## config.mk

```make
export PLATFORM = sky130hd
export DESIGN_NAME = i2cm_master
export DESIGN_NICKNAME = d
export VERILOG_FILES = /design/src/rtl/i2cm_pkg.sv /design/src/rtl/i2cm_sync.sv /design/src/rtl/i2cm_tick.sv /design/src/rtl/i2cm_engine.sv /design/src/rtl/i2cm_master.sv
export SDC_FILE = /design/constraint.sdc
export NUM_CORES = 1
export LEC_CHECK = 0
export ABC_AREA = 0
export BUFFER_PORTS_ARGS = -buffer_cell sky130_fd_sc_hd__buf_2
export CAP_MARGIN = 20
export CORE_MARGIN = 10
export CORE_UTILIZATION = 60
export DETAILED_ROUTE_END_ITERATION = 6
export PLACE_DENSITY = 0.79
export SLEW_MARGIN = 20
export SYNTH_ARGS = -nofsm -noshare
export SYNTH_HDL_FRONTEND = slang
export SYNTH_SLANG_ARGS = --single-unit
```

## constraint.sdc

```tcl
create_clock -name clk -period 9.5 [get_ports clk]
set_clock_uncertainty 0.1 [all_clocks]
set_input_delay 0.95 -clock clk [delete_from_list [all_inputs] [get_ports clk]]
set_output_delay 0.95 -clock clk [all_outputs]
set_load 0.01 [all_outputs]
```

## src/rtl/i2cm_pkg.sv

```systemverilog
package i2cm_pkg;

    localparam logic [4:0] OFS_CTRL = 5'h00;
    localparam logic [4:0] OFS_STAT = 5'h04;
    localparam logic [4:0] OFS_OWN  = 5'h08;
    localparam logic [4:0] OFS_DATA = 5'h0C;
    localparam logic [4:0] OFS_LINE = 5'h10;
    localparam int LINE_W = 3;

    typedef enum logic [2:0] {
        PH_IDLE, PH_START, PH_BITS, PH_HOLD, PH_STOP
    } phase_e;

    typedef struct packed {
        logic       ack_en;
        logic       slow;
        logic       irq_en;
        logic [3:0] scale;
    } ctrl_t;

    function automatic logic [7:0] pack_stat(input logic [1:0] mode, input logic busy,
                                             input logic oe, input logic last);
        return {mode, busy, oe, 3'b000, last};
    endfunction

endpackage

```

## src/rtl/i2cm_sync.sv

```systemverilog
module i2cm_sync #(
    parameter int W      = 2,
    parameter int STAGES = 2
) (
    input  logic         clk,
    input  logic         rst,
    input  logic [W-1:0] d,
    output logic [W-1:0] q
);
    for (genvar i = 0; i < W; i++) begin : g_line
        logic [STAGES-1:0] chain;
        always_ff @(posedge clk) begin
            if (rst) chain <= '1;
            else     chain <= {chain[STAGES-2:0], d[i]};
        end
        assign q[i] = chain[STAGES-1];
    end
endmodule

```

## src/rtl/i2cm_tick.sv

```systemverilog
module i2cm_tick #(
    parameter int PRE_LO  = 16,
    parameter int PRE_HI  = 512,
    parameter int SCALE_W = 4
) (
    input  logic               clk,
    input  logic               rst,
    input  logic               slow,
    input  logic [SCALE_W-1:0] scale,
    output logic               tick
);
    localparam int QMAX = (PRE_HI / 4) << SCALE_W;
    localparam int CW   = $clog2(QMAX + 1);

    logic [CW-1:0] cnt, lim;

    always_comb lim = (slow ? CW'(PRE_HI / 4) : CW'(PRE_LO / 4)) * (CW'(scale) + CW'(1)) - CW'(1);

    assign tick = (cnt >= lim);

    always_ff @(posedge clk) begin
        if (rst || tick) cnt <= '0;
        else             cnt <= cnt + CW'(1);
    end
endmodule

```

## src/rtl/i2cm_engine.sv

```systemverilog
module i2cm_engine
    import i2cm_pkg::*;
(
    input  logic       clk,
    input  logic       rst,
    input  logic       tick,
    input  logic       txen,
    input  logic       stat_wr,
    input  logic       go,
    input  logic       mode_tx,
    input  logic       pend_clr,
    input  logic       ack_en,
    input  logic       data_wr,
    input  logic [7:0] data_in,
    input  logic       scl_s,
    input  logic       sda_s,
    output logic       busy,
    output logic       pend,
    output logic       lastbit,
    output logic [7:0] shreg,
    output logic       scl_drv,
    output logic       sda_drv,
    output logic       stop_done
);
    phase_e     ph;
    logic [1:0] q;
    logic [3:0] bitn;
    logic       first, rs, stop_req, rs_req;
    logic       tx_byte;

    assign tx_byte = first | mode_tx;

    always_ff @(posedge clk) begin
        if (rst) begin
            ph <= PH_IDLE; q <= '0; bitn <= '0; shreg <= '0;
            first <= 1'b0; rs <= 1'b0; stop_req <= 1'b0; rs_req <= 1'b0;
            busy <= 1'b0; pend <= 1'b0; lastbit <= 1'b0; stop_done <= 1'b0;
        end else begin
            stop_done <= 1'b0;
            if (pend_clr) pend <= 1'b0;
            if (data_wr && (ph == PH_IDLE || ph == PH_HOLD)) shreg <= data_in;
            if (!txen) begin
                ph <= PH_IDLE; q <= '0; busy <= 1'b0; pend <= 1'b0;
                stop_req <= 1'b0; rs_req <= 1'b0;
            end else begin
                if (stat_wr && busy) begin
                    if (go) rs_req <= 1'b1;
                    else    stop_req <= 1'b1;
                end
                case (ph)
                    PH_IDLE: if (stat_wr && go) begin
                        ph <= PH_START; q <= '0; rs <= 1'b0; busy <= 1'b1; pend <= 1'b0;
                    end
                    PH_START: if (tick) begin
                        if (q == 2'd3) begin
                            ph <= PH_BITS; q <= '0; bitn <= '0; first <= 1'b1;
                        end else q <= q + 2'd1;
                    end
                    PH_BITS: if (tick && !(q == 2'd2 && !scl_s)) begin
                        if (q == 2'd3) begin
                            q <= '0;
                            if (bitn == 4'd8) begin
                                lastbit <= sda_s; pend <= 1'b1; ph <= PH_HOLD; bitn <= '0;
                            end else begin
                                shreg <= {shreg[6:0], sda_s}; bitn <= bitn + 4'd1;
                            end
                        end else q <= q + 2'd1;
                    end
                    PH_HOLD: if (!pend) begin
                        q <= '0;
                        if (stop_req) begin
                            ph <= PH_STOP; stop_req <= 1'b0;
                        end else if (rs_req) begin
                            ph <= PH_START; rs <= 1'b1; rs_req <= 1'b0;
                        end else begin
                            ph <= PH_BITS; bitn <= '0; first <= 1'b0;
                        end
                    end
                    PH_STOP: if (tick) begin
                        if (q == 2'd2) begin
                            ph <= PH_IDLE; q <= '0; busy <= 1'b0; stop_done <= 1'b1;
                        end else q <= q + 2'd1;
                    end
                    default: ph <= PH_IDLE;
                endcase
            end
        end
    end

    always_comb begin
        scl_drv = 1'b0;
        sda_drv = 1'b0;
        case (ph)
            PH_START: begin
                scl_drv = (q == 2'd0 && rs) || (q == 2'd3);
                sda_drv = q[1];
            end
            PH_BITS: begin
                scl_drv = !q[1];
                sda_drv = (bitn == 4'd8) ? (!tx_byte && ack_en) : (tx_byte && !shreg[7]);
            end
            PH_HOLD: begin
                scl_drv = 1'b1;
                sda_drv = stop_req || (!rs_req && mode_tx && !shreg[7]);
            end
            PH_STOP: begin
                scl_drv = (q == 2'd0);
                sda_drv = !q[1];
            end
            default: ;
        endcase
    end

    AST_PEND_AFTER_ACK: assert property (@(posedge clk) disable iff (rst)
        $rose(pend) |-> $past(ph == PH_BITS && bitn == 4'd8));
    AST_BIT_INDEX: assert property (@(posedge clk) disable iff (rst)
        (ph == PH_BITS) |-> (bitn <= 4'd8));
    AST_HOLD_DATA_STABLE: assert property (@(posedge clk) disable iff (rst)
        (ph == PH_HOLD && $past(ph == PH_HOLD) && !$past(data_wr)) |-> $stable(shreg));
endmodule

```

## src/rtl/i2cm_master.sv

```systemverilog
module i2cm_master
    import i2cm_pkg::*;
#(
    parameter int PRE_LO  = 16,
    parameter int PRE_HI  = 512,
    parameter int SCALE_W = 4
) (
    input  logic       clk,
    input  logic       rst,
    input  logic       reg_wr,
    input  logic [4:0] reg_addr,
    input  logic [7:0] reg_wdata,
    output logic [7:0] reg_rdata,
    output logic       irq,
    input  logic       scl_in,
    input  logic       sda_in,
    output logic       scl_oe,
    output logic       sda_oe
);
    ctrl_t             ctrl;
    logic [1:0]        mode;
    logic              txen;
    logic [7:0]        own;
    logic [LINE_W-1:0] linec;
    logic              busy, pend, lastbit, scl_drv, sda_drv, stop_done, tick;
    logic [7:0]        shreg;
    logic [1:0]        synced;
    logic              wr_ctrl, wr_stat, wr_data;

    assign wr_ctrl = reg_wr && (reg_addr == OFS_CTRL);
    assign wr_stat = reg_wr && (reg_addr == OFS_STAT);
    assign wr_data = reg_wr && (reg_addr == OFS_DATA);

    always_ff @(posedge clk) begin
        if (rst) begin
            ctrl <= '0; mode <= '0; txen <= 1'b0; own <= '0; linec <= '0;
        end else begin
            if (stop_done) mode <= 2'b00;
            if (wr_ctrl) ctrl <= '{ack_en: reg_wdata[7], slow: reg_wdata[6],
                                   irq_en: reg_wdata[5], scale: reg_wdata[3:0]};
            if (wr_stat) begin
                mode <= reg_wdata[7:6];
                txen <= reg_wdata[4];
            end
            if (reg_wr && reg_addr == OFS_OWN)  own   <= reg_wdata;
            if (reg_wr && reg_addr == OFS_LINE) linec <= reg_wdata[LINE_W-1:0];
        end
    end

    always_comb begin
        case (reg_addr)
            OFS_CTRL: reg_rdata = {ctrl.ack_en, ctrl.slow, ctrl.irq_en, pend, ctrl.scale};
            OFS_STAT: reg_rdata = pack_stat(mode, busy, txen, lastbit);
            OFS_OWN:  reg_rdata = own;
            OFS_DATA: reg_rdata = shreg;
            OFS_LINE: reg_rdata = {{(8-LINE_W){1'b0}}, linec};
            default:  reg_rdata = 8'h00;
        endcase
    end

    i2cm_sync #(.W(2), .STAGES(2)) i_sync (
        .clk(clk), .rst(rst), .d({scl_in, sda_in}), .q(synced)
    );

    i2cm_tick #(.PRE_LO(PRE_LO), .PRE_HI(PRE_HI), .SCALE_W(SCALE_W)) i_tick (
        .clk(clk), .rst(rst), .slow(ctrl.slow), .scale(ctrl.scale), .tick(tick)
    );

    i2cm_engine i_engine (
        .clk(clk), .rst(rst), .tick(tick), .txen(txen),
        .stat_wr(wr_stat), .go(reg_wdata[5]), .mode_tx(mode[0]),
        .pend_clr(wr_ctrl && !reg_wdata[4]), .ack_en(ctrl.ack_en),
        .data_wr(wr_data), .data_in(reg_wdata),
        .scl_s(synced[1]), .sda_s(synced[0]),
        .busy(busy), .pend(pend), .lastbit(lastbit), .shreg(shreg),
        .scl_drv(scl_drv), .sda_drv(sda_drv), .stop_done(stop_done)
    );

    assign scl_oe = txen & scl_drv;
    assign sda_oe = txen & sda_drv;
    assign irq    = pend & ctrl.irq_en;

    AST_PEND_STALLS_SCL: assert property (@(posedge clk) disable iff (rst)
        (pend && busy && txen) |-> scl_oe);
    AST_OE_DROP_FREES: assert property (@(posedge clk) disable iff (rst)
        !txen |=> !busy);
endmodule

```

==> flow_summary.json, run 1 <==
{
  "status": "complete, no violations",
  "postRouteAntennaNets": 0,
  "place_inst": 534,
  "path_max_fanout": 7,
  "layout.nets": 519,
  "utilization": 0.670,
  "met1_usage": 0.224,
  "clkTransAtPathRegs_ns": 0.07,
  "worst_slack_ns": 4.82,
  "grt_usage": 0.179,
  "dr.pass1.iters": 5,
  "synth_nets": 502,
  "wl_per_cell_um": 16.4,
  "grt-ovfl-total": 0,
  "dp_slack_ns": 4.84,
  "synth_flop_cell": "dfxtp_1",
  "ys_seq_elements": 62,
  "hold_buffers": 0,
  "final_cells": 549,
  "min_delay_path_depth": 1,
  "nFillCells": 517,
  "vdd_drop_max_mv": 0.0846,
  "vias": 3332,
  "power.density_mw_per_mm2": 127,
  "htreeDepth": 3,
  "start_kind": "flop",
  "grt_max_degree": 47,
  "final_cell_mix": "nor2_1 (66), dfxtp_1 (62), ha_1 (32)",
  "seqCellArea_mm2": 0.00124,
  "max_freq_ghz": 0.214,
  "min_delay_worst_endpoint": "i_sync.g_line[1].chain[1]",
  "netlist-cell-type-count": 61,
  "finalCriticalPeriod_ns": 4.68,
  "dr.first_iter.drc_count": 252,
  "cts_tree": "yes",
  "post_cts_buffers": 0,
  "core-area_mm2": 0.00639,
  "grt_pass1_vias": 3264,
  "min_from": "i_sync.g_line[1].chain[0]",
  "rsz0062_at_grt": "no",
  "crit_type": "reg2reg",
  "cp-end-kind": "flop",
  "slew_headroom": 0.456,
  "drc": 0,
  "diodes": 0,
  "synthCells": 451,
  "clk-insertion-delay-late_ns": 0.34,
  "syn_to_final_growth_pct": 7.81,
  "setup_viol": 0,
  "vias_per_cell": 6.07,
  "slew_viol_final": 0,
  "synth_top_area_frac": 0.313,
  "multi_input_area_mm2": 0.00255,
  "hold_violations": 0,
  "antenna_found_initial": 0,
  "async_flop_share": 0,
  "cts-buffers-inserted": 9,
  "synth_area_per_cell_um2": 8.81,
  "start_util": 0.622,
  "ff2ff_setup_slack_ns": 4.82,
  "critPathLaunch": "ctrl[0]",
  "portBuffers": 28,
  "use_met2": 0.296,
  "drive_gt1_frac": 0.150,
  "clock_sinks": 62,
  "rows": 29,
  "yosysSeqAreaShare": 0.313,
  "use_met3": 0.0429,
  "placed_area_mm2": 0.00409,
  "fin_crit_sh": 0.493,
  "dieArea_mm2": 0.0103,
  "worstReg2RegEnd": "i_engine.bitn[1]",
  "power_leakage_nw": 1.83,
  "die_y_um": 101,
  "crit_arrival_ns": 4.86,
  "finish.instance_area_mm2": 0.00428,
  "die-width_um": 101,
  "yosys.area.top_type": "dfxtp_1",
  "dp_hpwl_um": 6700,
  "grt-busiest-layer": "met2",
  "gp_congestion": 0.879,
  "wirelength_um": 9010,
  "boundaryPins": 29,
  "max_slew.worst_pin.slew_ns": 0.810,
  "hp-class": "reg2reg",
  "cp.required_ns": 9.68,
  "mostFrequentLayoutCell": "nor2_1",
  "synth_area_leaders": "dfxtp_1 (31%), ha_1 (10%), mux2i_1 (7.6%)",
  "grt_pass1_wl_um": 15200,
  "regToRegStartpoint": "ctrl[0]",
  "root_buffer": "clkbuf_8",
  "synth_edf_count": 0,
  "ctsResizeCount": 0,
  "clockBufferDepth": 2,
  "tns_ns": 0,
  "max-cap-violations": 0,
  "synth_area_mm2": 0.00397,
  "yosys_warnings": 0,
  "reg2reg_depth": 19
}
==> worst max-delay path by stage <==
stage | cells past startpoint | slack [ns] | end
after floorplan | 19 | 5.23 | i_engine.lastbit
after global placement | 19 | 5.03 | i_engine.bitn[1]
after detailed placement | 19 | 4.84 | i_engine.bitn[1]
after CTS | 19 | 4.84 | i_engine.shreg[7]
after global routing | 19 | 4.53 | i_engine.bitn[1]
final | 19 | 4.82 | i_engine.bitn[1]
==> metrics by stage <==
step / power, mW / hold WS [ns]
6_report: 0.542 / 0.309
5_1_grt: 0.563 / 0.331
4_1_cts: 0.546 / 0.315
3_5_place_dp: 0.322 / 0.298
3_3_place_gp: 0.321 / 0.291
2_1_floorplan: 0.310 / 0.289
==> layer usage <==
| layer | up-vias | wire [um] |
|---|---|---|
| li1 | 1646 | - |
| met1 | 1589 | 4010 |
| met2 | 84 | 4370 |
| met3 | 13 | 492 |
| met4 | 0 | 139 |
| met5 | - | 0 |
==> cell families after synthesis <==
family / after synthesis / share of synthesized area
muxes: 38 / 0.112
adders and majority gates: 33 / 0.106
buffers and inverters: 40 / 0.0460
and+or+nand+nor: 176 / 0.227
AOI/OAI and AO/OA: 83 / 0.154
DFF: 62 / 0.313
xor gates and xnor gates: 19 / 0.0419
==> layout make-up <==
type | count | share of cell area
inverters | 18 | 0.0158
flip-flops and latches | 62 | 0.290
repair buffers | 28 | 0.0327
clock buffers | 11 | 0.0330
multi-input cells | 349 | 0.595
well taps | 77 | 0.0225
clock inverters | 4 | 0.0111
==> where the power goes <==
part	total [mW]	switching (mW)	internal (mW)
sequential	0.266	0.00282	0.264
clock	0.225	0.0990	0.126
combinational	0.0503	0.0301	0.0202
==> registers in the layout (all words and copies together), names as in the netlist, 3 cells and up <==
signal,count
i_tick.cnt,12
i_engine.shreg,8
own,8
ctrl,7
i_engine.bitn,4
i_sync.g_line.chain,4
i_engine.ph,3
linec,3
==> synth_stat cells (2+ instances only) <==
cell        n
a2111oi_4   2
a211o_1     2
a211oi_1   13
a211oi_2    3
a21o_1      5
a21oi_1    24
a22oi_1     5
a31oi_1     2
and2_1      7
and3_1      6
buf_1       2
buf_2       7
clkbuf_1   11
dfxtp_1    62
ha_1       32
inv_1      18
mux2_2      3
mux2i_1    30
mux4_2      5
nand2_1    26
nand2b_1    7
nand3_1    19
nand3_2     2
nand4_1     4
nand4b_1    4
nor2_1     66
nor2b_1     6
nor3_1      5
nor3_4      2
nor3b_1     4
nor4_1      2
o21ai_0    13
or2_2       4
or3_1       4
xnor2_1     6
xor2_1     13
==> worst max-delay path, stage by stage (launching register included) <==
cell       delay (ns)
dfxtp_1          0.44
ha_1             0.26
xor2_1           0.20
and2_1           0.17
inv_1            0.05
ha_1             0.28
ha_1             0.23
fa_1             0.41
a21oi_1          0.15
nor2b_1          0.09
a21o_1           0.18
a21oi_1          0.16
xor2_1           0.16
ha_1             0.26
o21ai_0          0.20
nor2_2           0.08
a2111oi_4        0.52
nor2_1           0.18
a2111o_1         0.42
o21ai_1          0.07
Power figures use the tool's default switching activity.
==> inputs of run 2 (changes only) <==
Clock period 9.5 ns to 4.6 ns, I/O delays scaled along.
==> flow_summary.json, run 2 (synthesis gave the netlist of run 1 again) <==
{
  "crit_type": "reg2reg",
  "fin_crit_sh": 0.956,
  "max_freq_ghz": 0.227,
  "portBuffers": 28,
  "power.density_mw_per_mm2": 255,
  "place_inst": 536,
  "clkTransAtPathRegs_ns": 0.08,
  "boundaryPins": 29,
  "diodes": 0,
  "max_slew.worst_pin.slew_ns": 0.843,
  "hp-class": "in2reg",
  "regMostFlops": "i_tick.cnt",
  "final_cell_mix": "nor2_1 (65), dfxtp_1 (61), ha_1 (31)",
  "cts-buffers-inserted": 9,
  "vias": 3334,
  "core-area_mm2": 0.00639,
  "finalCriticalPeriod_ns": 4.40,
  "drive_gt1_frac": 0.170,
  "wl_per_cell_um": 16.4,
  "met2_length_um": 4350,
  "ff2ff_setup_slack_ns": 0.20,
  "start_util": 0.622,
  "setup_viol": 0,
  "final_cells": 553,
  "cp-end-kind": "flop",
  "path_max_fanout": 6,
  "largest_reg_flops": 12,
  "reg_top3": "i_tick.cnt: 12 flops, i_engine.shreg: 8 flops, own: 8 flops",
  "slew_headroom": 0.433,
  "clock_sinks": 62,
  "rows": 29,
  "grt-ovfl-total": 0,
  "max-cap-violations": 0,
  "drc": 0,
  "grt_max_degree": 47,
  "dr.first_iter.drc_count": 255,
  "grt_usage": 0.180,
  "mostFrequentLayoutCell": "nor2_1",
  "root_buffer": "clkbuf_8",
  "dp_hpwl_um": 6690,
  "hold_buffers": 0,
  "status": "complete, no violations",
  "dieArea_mm2": 0.0103,
  "die-width_um": 101,
  "total_power_mw": 1.10,
  "htreeDepth": 3,
  "hold_violations": 0,
  "nFillCells": 529,
  "grt_pass1_wl_um": 15100,
  "dr.pass1.iters": 5,
  "die_y_um": 101,
  "crit_arrival_ns": 4.51,
  "syn_to_final_growth_pct": 8.85,
  "clk-insertion-delay-late_ns": 0.34,
  "wl_met1_um": 4070,
  "cp.required_ns": 4.71,
  "start_kind": "flop",
  "hold_slack_ns": 0.194,
  "vdd_drop_max_mv": 0.239,
  "clockBufferDepth": 2,
  "vias_per_cell": 6.03,
  "grt_pass1_vias": 3199,
  "power_leakage_nw": 1.84,
  "postRouteAntennaNets": 0,
  "dr.max_layer_used": "met4",
  "cts_tree": "yes",
  "met3_length_um": 533,
  "gp_congestion": 0.881,
  "slew_viol_final": 0,
  "wirelength_um": 9050,
  "layout.nets": 522,
  "antenna_found_initial": 0
}
## run 2: cell type report
class / instances / area [um2] / area share
Clock inverter: 6 / 45.0 / 0.0104
Multi-Input combinational cell: 349 / 2570 / 0.595
Inverter: 18 / 67.6 / 0.0156
Clock buffer: 10 / 138 / 0.0318
Timing Repair Buffer: 31 / 163 / 0.0376
Sequential cell: 62 / 1240 / 0.287
Tap cell: 77 / 96.3 / 0.0223
## run 2: final timing paths
check,startpoint,to,cells after the start
hold reg to reg,i_sync.g_line[1].chain[0],i_sync.g_line[1].chain[1],1
setup / recovery,ctrl[2],i_engine.ph[0],19
hold / removal,scl_in,i_sync.g_line[1].chain[0],2
setup reg to reg,ctrl[2],i_engine.ph[0],19
## run 2: report_power, final
part | total (mW) | internal (mW) | switching [mW]
logic | 0.108 | 0.0442 | 0.0635
registers | 0.550 | 0.544 | 0.00571
clock network | 0.443 | 0.214 | 0.229
total | 1.10 | 0.802 | 0.298
## run 2: stage by stage
stage	TNS, ns	utilization	area, um2	setup slack [ns]
final	0	0.677	4320	0.200
after CTS	0	0.672	4290	0.0301
after floorplan	0	-	3970	0.328
after global routing	-0.0180	0.677	4320	-0.0147
after global placement	0	0.643	4110	0.195
after detailed placement	0	0.643	4110	0.0413
## run 2: what timing repair did
| item | in CTS | in global routing |
|---|---|---|
| setup buffers | 0 | 1 |
| resized for setup | 0 | 6 |
| endpoints found under the setup margin | 0 | 31 |
## run 2: metal layers
| metal | up-vias | track usage |
|---|---|---|
| met5 | - | 0 |
| met4 | 0 | 0.0354 |
| met3 | 15 | 0.0511 |
| met2 | 90 | 0.291 |
| met1 | 1575 | 0.234 |
| li1 | 1654 | - |
## run 2: worst max-delay path, cell delays in order (launching register included)
cell	delay, ns
dfxtp_1	0.48
nand3_1	0.15
xor2_1	0.17
nor2_1	0.16
inv_1	0.06
ha_1	0.34
ha_1	0.30
a21o_1	0.15
a21o_1	0.19
a31oi_1	0.24
o21ai_0	0.15
xnor2_1	0.15
ha_1	0.31
nand4_1	0.14
a2111oi_4	0.29
a2111oi_4	0.14
buf_4	0.17
a211oi_4	0.28
mux2i_1	0.25
nor2_1	0.06
==> inputs of run 3 (changes only) <==
Settings changed: CELL_PAD_IN_SITES_DETAIL_PLACEMENT set to 0, CELL_PAD_IN_SITES_GLOBAL_PLACEMENT set to 2, CORE_UTILIZATION 60 to 38, MAX_ROUTING_LAYER set to met4, PLACE_DENSITY 0.79 to not set, PLACE_DENSITY_LB_ADDON set to 0.1.
==> flow_summary.json, run 3 (synthesis gave the netlist of run 1 again) <==
{
  "tns_ns": 0,
  "utilization": 0.434,
  "dr.first_iter.drc_count": 175,
  "cts_tree": "yes",
  "mostFrequentLayoutCell": "nor2_1",
  "final_cell_mix": "nor2_1 (65), dfxtp_1 (59), ha_1 (32)",
  "grt-ovfl-total": 0,
  "hold_buffers": 0,
  "dr.pass1.iters": 4,
  "min_delay_worst_endpoint": "i_sync.g_line[0].chain[0]",
  "total_power_mw": 1.13,
  "regMostFlops": "i_tick.cnt",
  "cp-end-kind": "flop",
  "dieArea_mm2": 0.0149,
  "htreeDepth": 3,
  "gp_congestion": 0.809,
  "layout.nets": 528,
  "crit_type": "reg2reg",
  "root_buffer": "clkbuf_8",
  "dp_hpwl_um": 7430,
  "syn_to_final_growth_pct": 11.8,
  "dp_slack_ns": -0.00995,
  "setup_viol": 0,
  "worst_slack_ns": 0.286,
  "antenna_found_initial": 0,
  "die-width_um": 122,
  "vias_per_cell": 5.28,
  "max-cap-violations": 0,
  "regToRegStartpoint": "ctrl[0]",
  "slew_headroom": 0.491,
  "wirelength_um": 9920,
  "clock_sinks": 62,
  "vias": 3258,
  "path_max_fanout": 7,
  "worstReg2RegEnd": "i_engine.lastbit",
  "hold_slack_ns": 0.205,
  "cp.required_ns": 4.73,
  "min_delay_path_depth": 2,
  "nFillCells": 1069,
  "portBuffers": 28,
  "min_from": "sda_in",
  "reg_top3": "i_tick.cnt: 12 flops, i_engine.shreg: 8 flops, own: 8 flops",
  "grt_usage": 0.141,
  "power.density_mw_per_mm2": 255,
  "max_freq_ghz": 0.232,
  "largest_reg_flops": 12,
  "power_leakage_nw": 1.87,
  "clockBufferDepth": 2,
  "drive_gt1_frac": 0.179,
  "clkTransAtPathRegs_ns": 0.07,
  "rows": 37,
  "fin_crit_sh": 0.938,
  "seqCellArea_mm2": 0.00124,
  "wl_per_cell_um": 16.1,
  "vdd_drop_max_mv": 0.141,
  "grt_pass1_wl_um": 16500,
  "die_y_um": 122,
  "ff2ff_setup_slack_ns": 0.29,
  "boundaryPins": 29,
  "multi_input_area_mm2": 0.00256,
  "clk-insertion-delay-late_ns": 0.34,
  "diodes": 0,
  "hp-class": "in2reg",
  "reg2reg_depth": 19,
  "finalCriticalPeriod_ns": 4.31,
  "max_slew.worst_pin.slew_ns": 0.758,
  "start_kind": "flop",
  "core-area_mm2": 0.0102,
  "start_util": 0.388,
  "grt_pass1_vias": 3188,
  "slew_viol_final": 0,
  "drc": 0,
  "hold_violations": 0,
  "grt_max_degree": 38,
  "crit_arrival_ns": 4.44,
  "postRouteAntennaNets": 0,
  "cts-buffers-inserted": 9,
  "status": "complete, no violations"
}
## run 3: metrics by stage
step                cells  area (um2)
floorplan             451        3970
global placement      600        4220
detailed placement    600        4220
CTS                   616        4410
global route          617        4440
finish                617        4440
## run 3: worst max-delay path by stage
| stage | startpoint | endpoint | depth (start not counted) |
|---|---|---|---|
| finish | ctrl[0] | i_engine.lastbit | 19 |
| global placement | ctrl[0] | i_engine.bitn[1] | 19 |
| CTS | ctrl[0] | i_engine.lastbit | 19 |
| detailed placement | ctrl[0] | i_engine.bitn[1] | 19 |
| global route | ctrl[0] | i_engine.lastbit | 19 |
| floorplan | ctrl[0] | i_engine.lastbit | 19 |
## run 3: layout make-up
type | count | share of cell area
clock buffer | 10 | 0.0287
clock inverter | 5 | 0.0135
inverter | 18 | 0.0152
multi-input combinational | 349 | 0.577
sequential | 62 | 0.280
tap | 136 | 0.0383
timing repair buffer | 37 | 0.0468
## run 3: timing repair
item                                    in CTS  in global routing
endpoints found under the setup margin       3                 33
pin swaps                                    1                  4
buffers inserted                             1                  1
resized for setup                            0                  7
## run 3: routing by layer
layer	up-vias	part of all wire	global-route usage	routed length [um]
li1	1665	-	-	-
met1	1551	0.48	0.181	4720
met2	32	0.49	0.218	4830
met3	10	0.025	0.0308	249
met4	0	0.011	0.0390	114
met5	-	0	-	0
## run 3: power by group
part           switching (mW)  internal, mW  total (mW)
clock                   0.221         0.249       0.470
combinational          0.0660        0.0454       0.111
sequential            0.00590         0.544       0.550
## run 3: worst max-delay path: stages, from the launching register on
cell	delay (ns)
dfxtp_2	0.39
ha_1	0.19
xor2_1	0.17
and2_1	0.17
inv_1	0.05
ha_1	0.28
ha_1	0.23
fa_2	0.36
a21oi_2	0.13
nor2b_1	0.07
a21o_1	0.17
a21oi_1	0.17
xor2_1	0.09
ha_1	0.31
nand4_1	0.15
a2111oi_4	0.32
a2111o_2	0.24
nand4_2	0.14
or3_1	0.35
mux2i_1	0.12
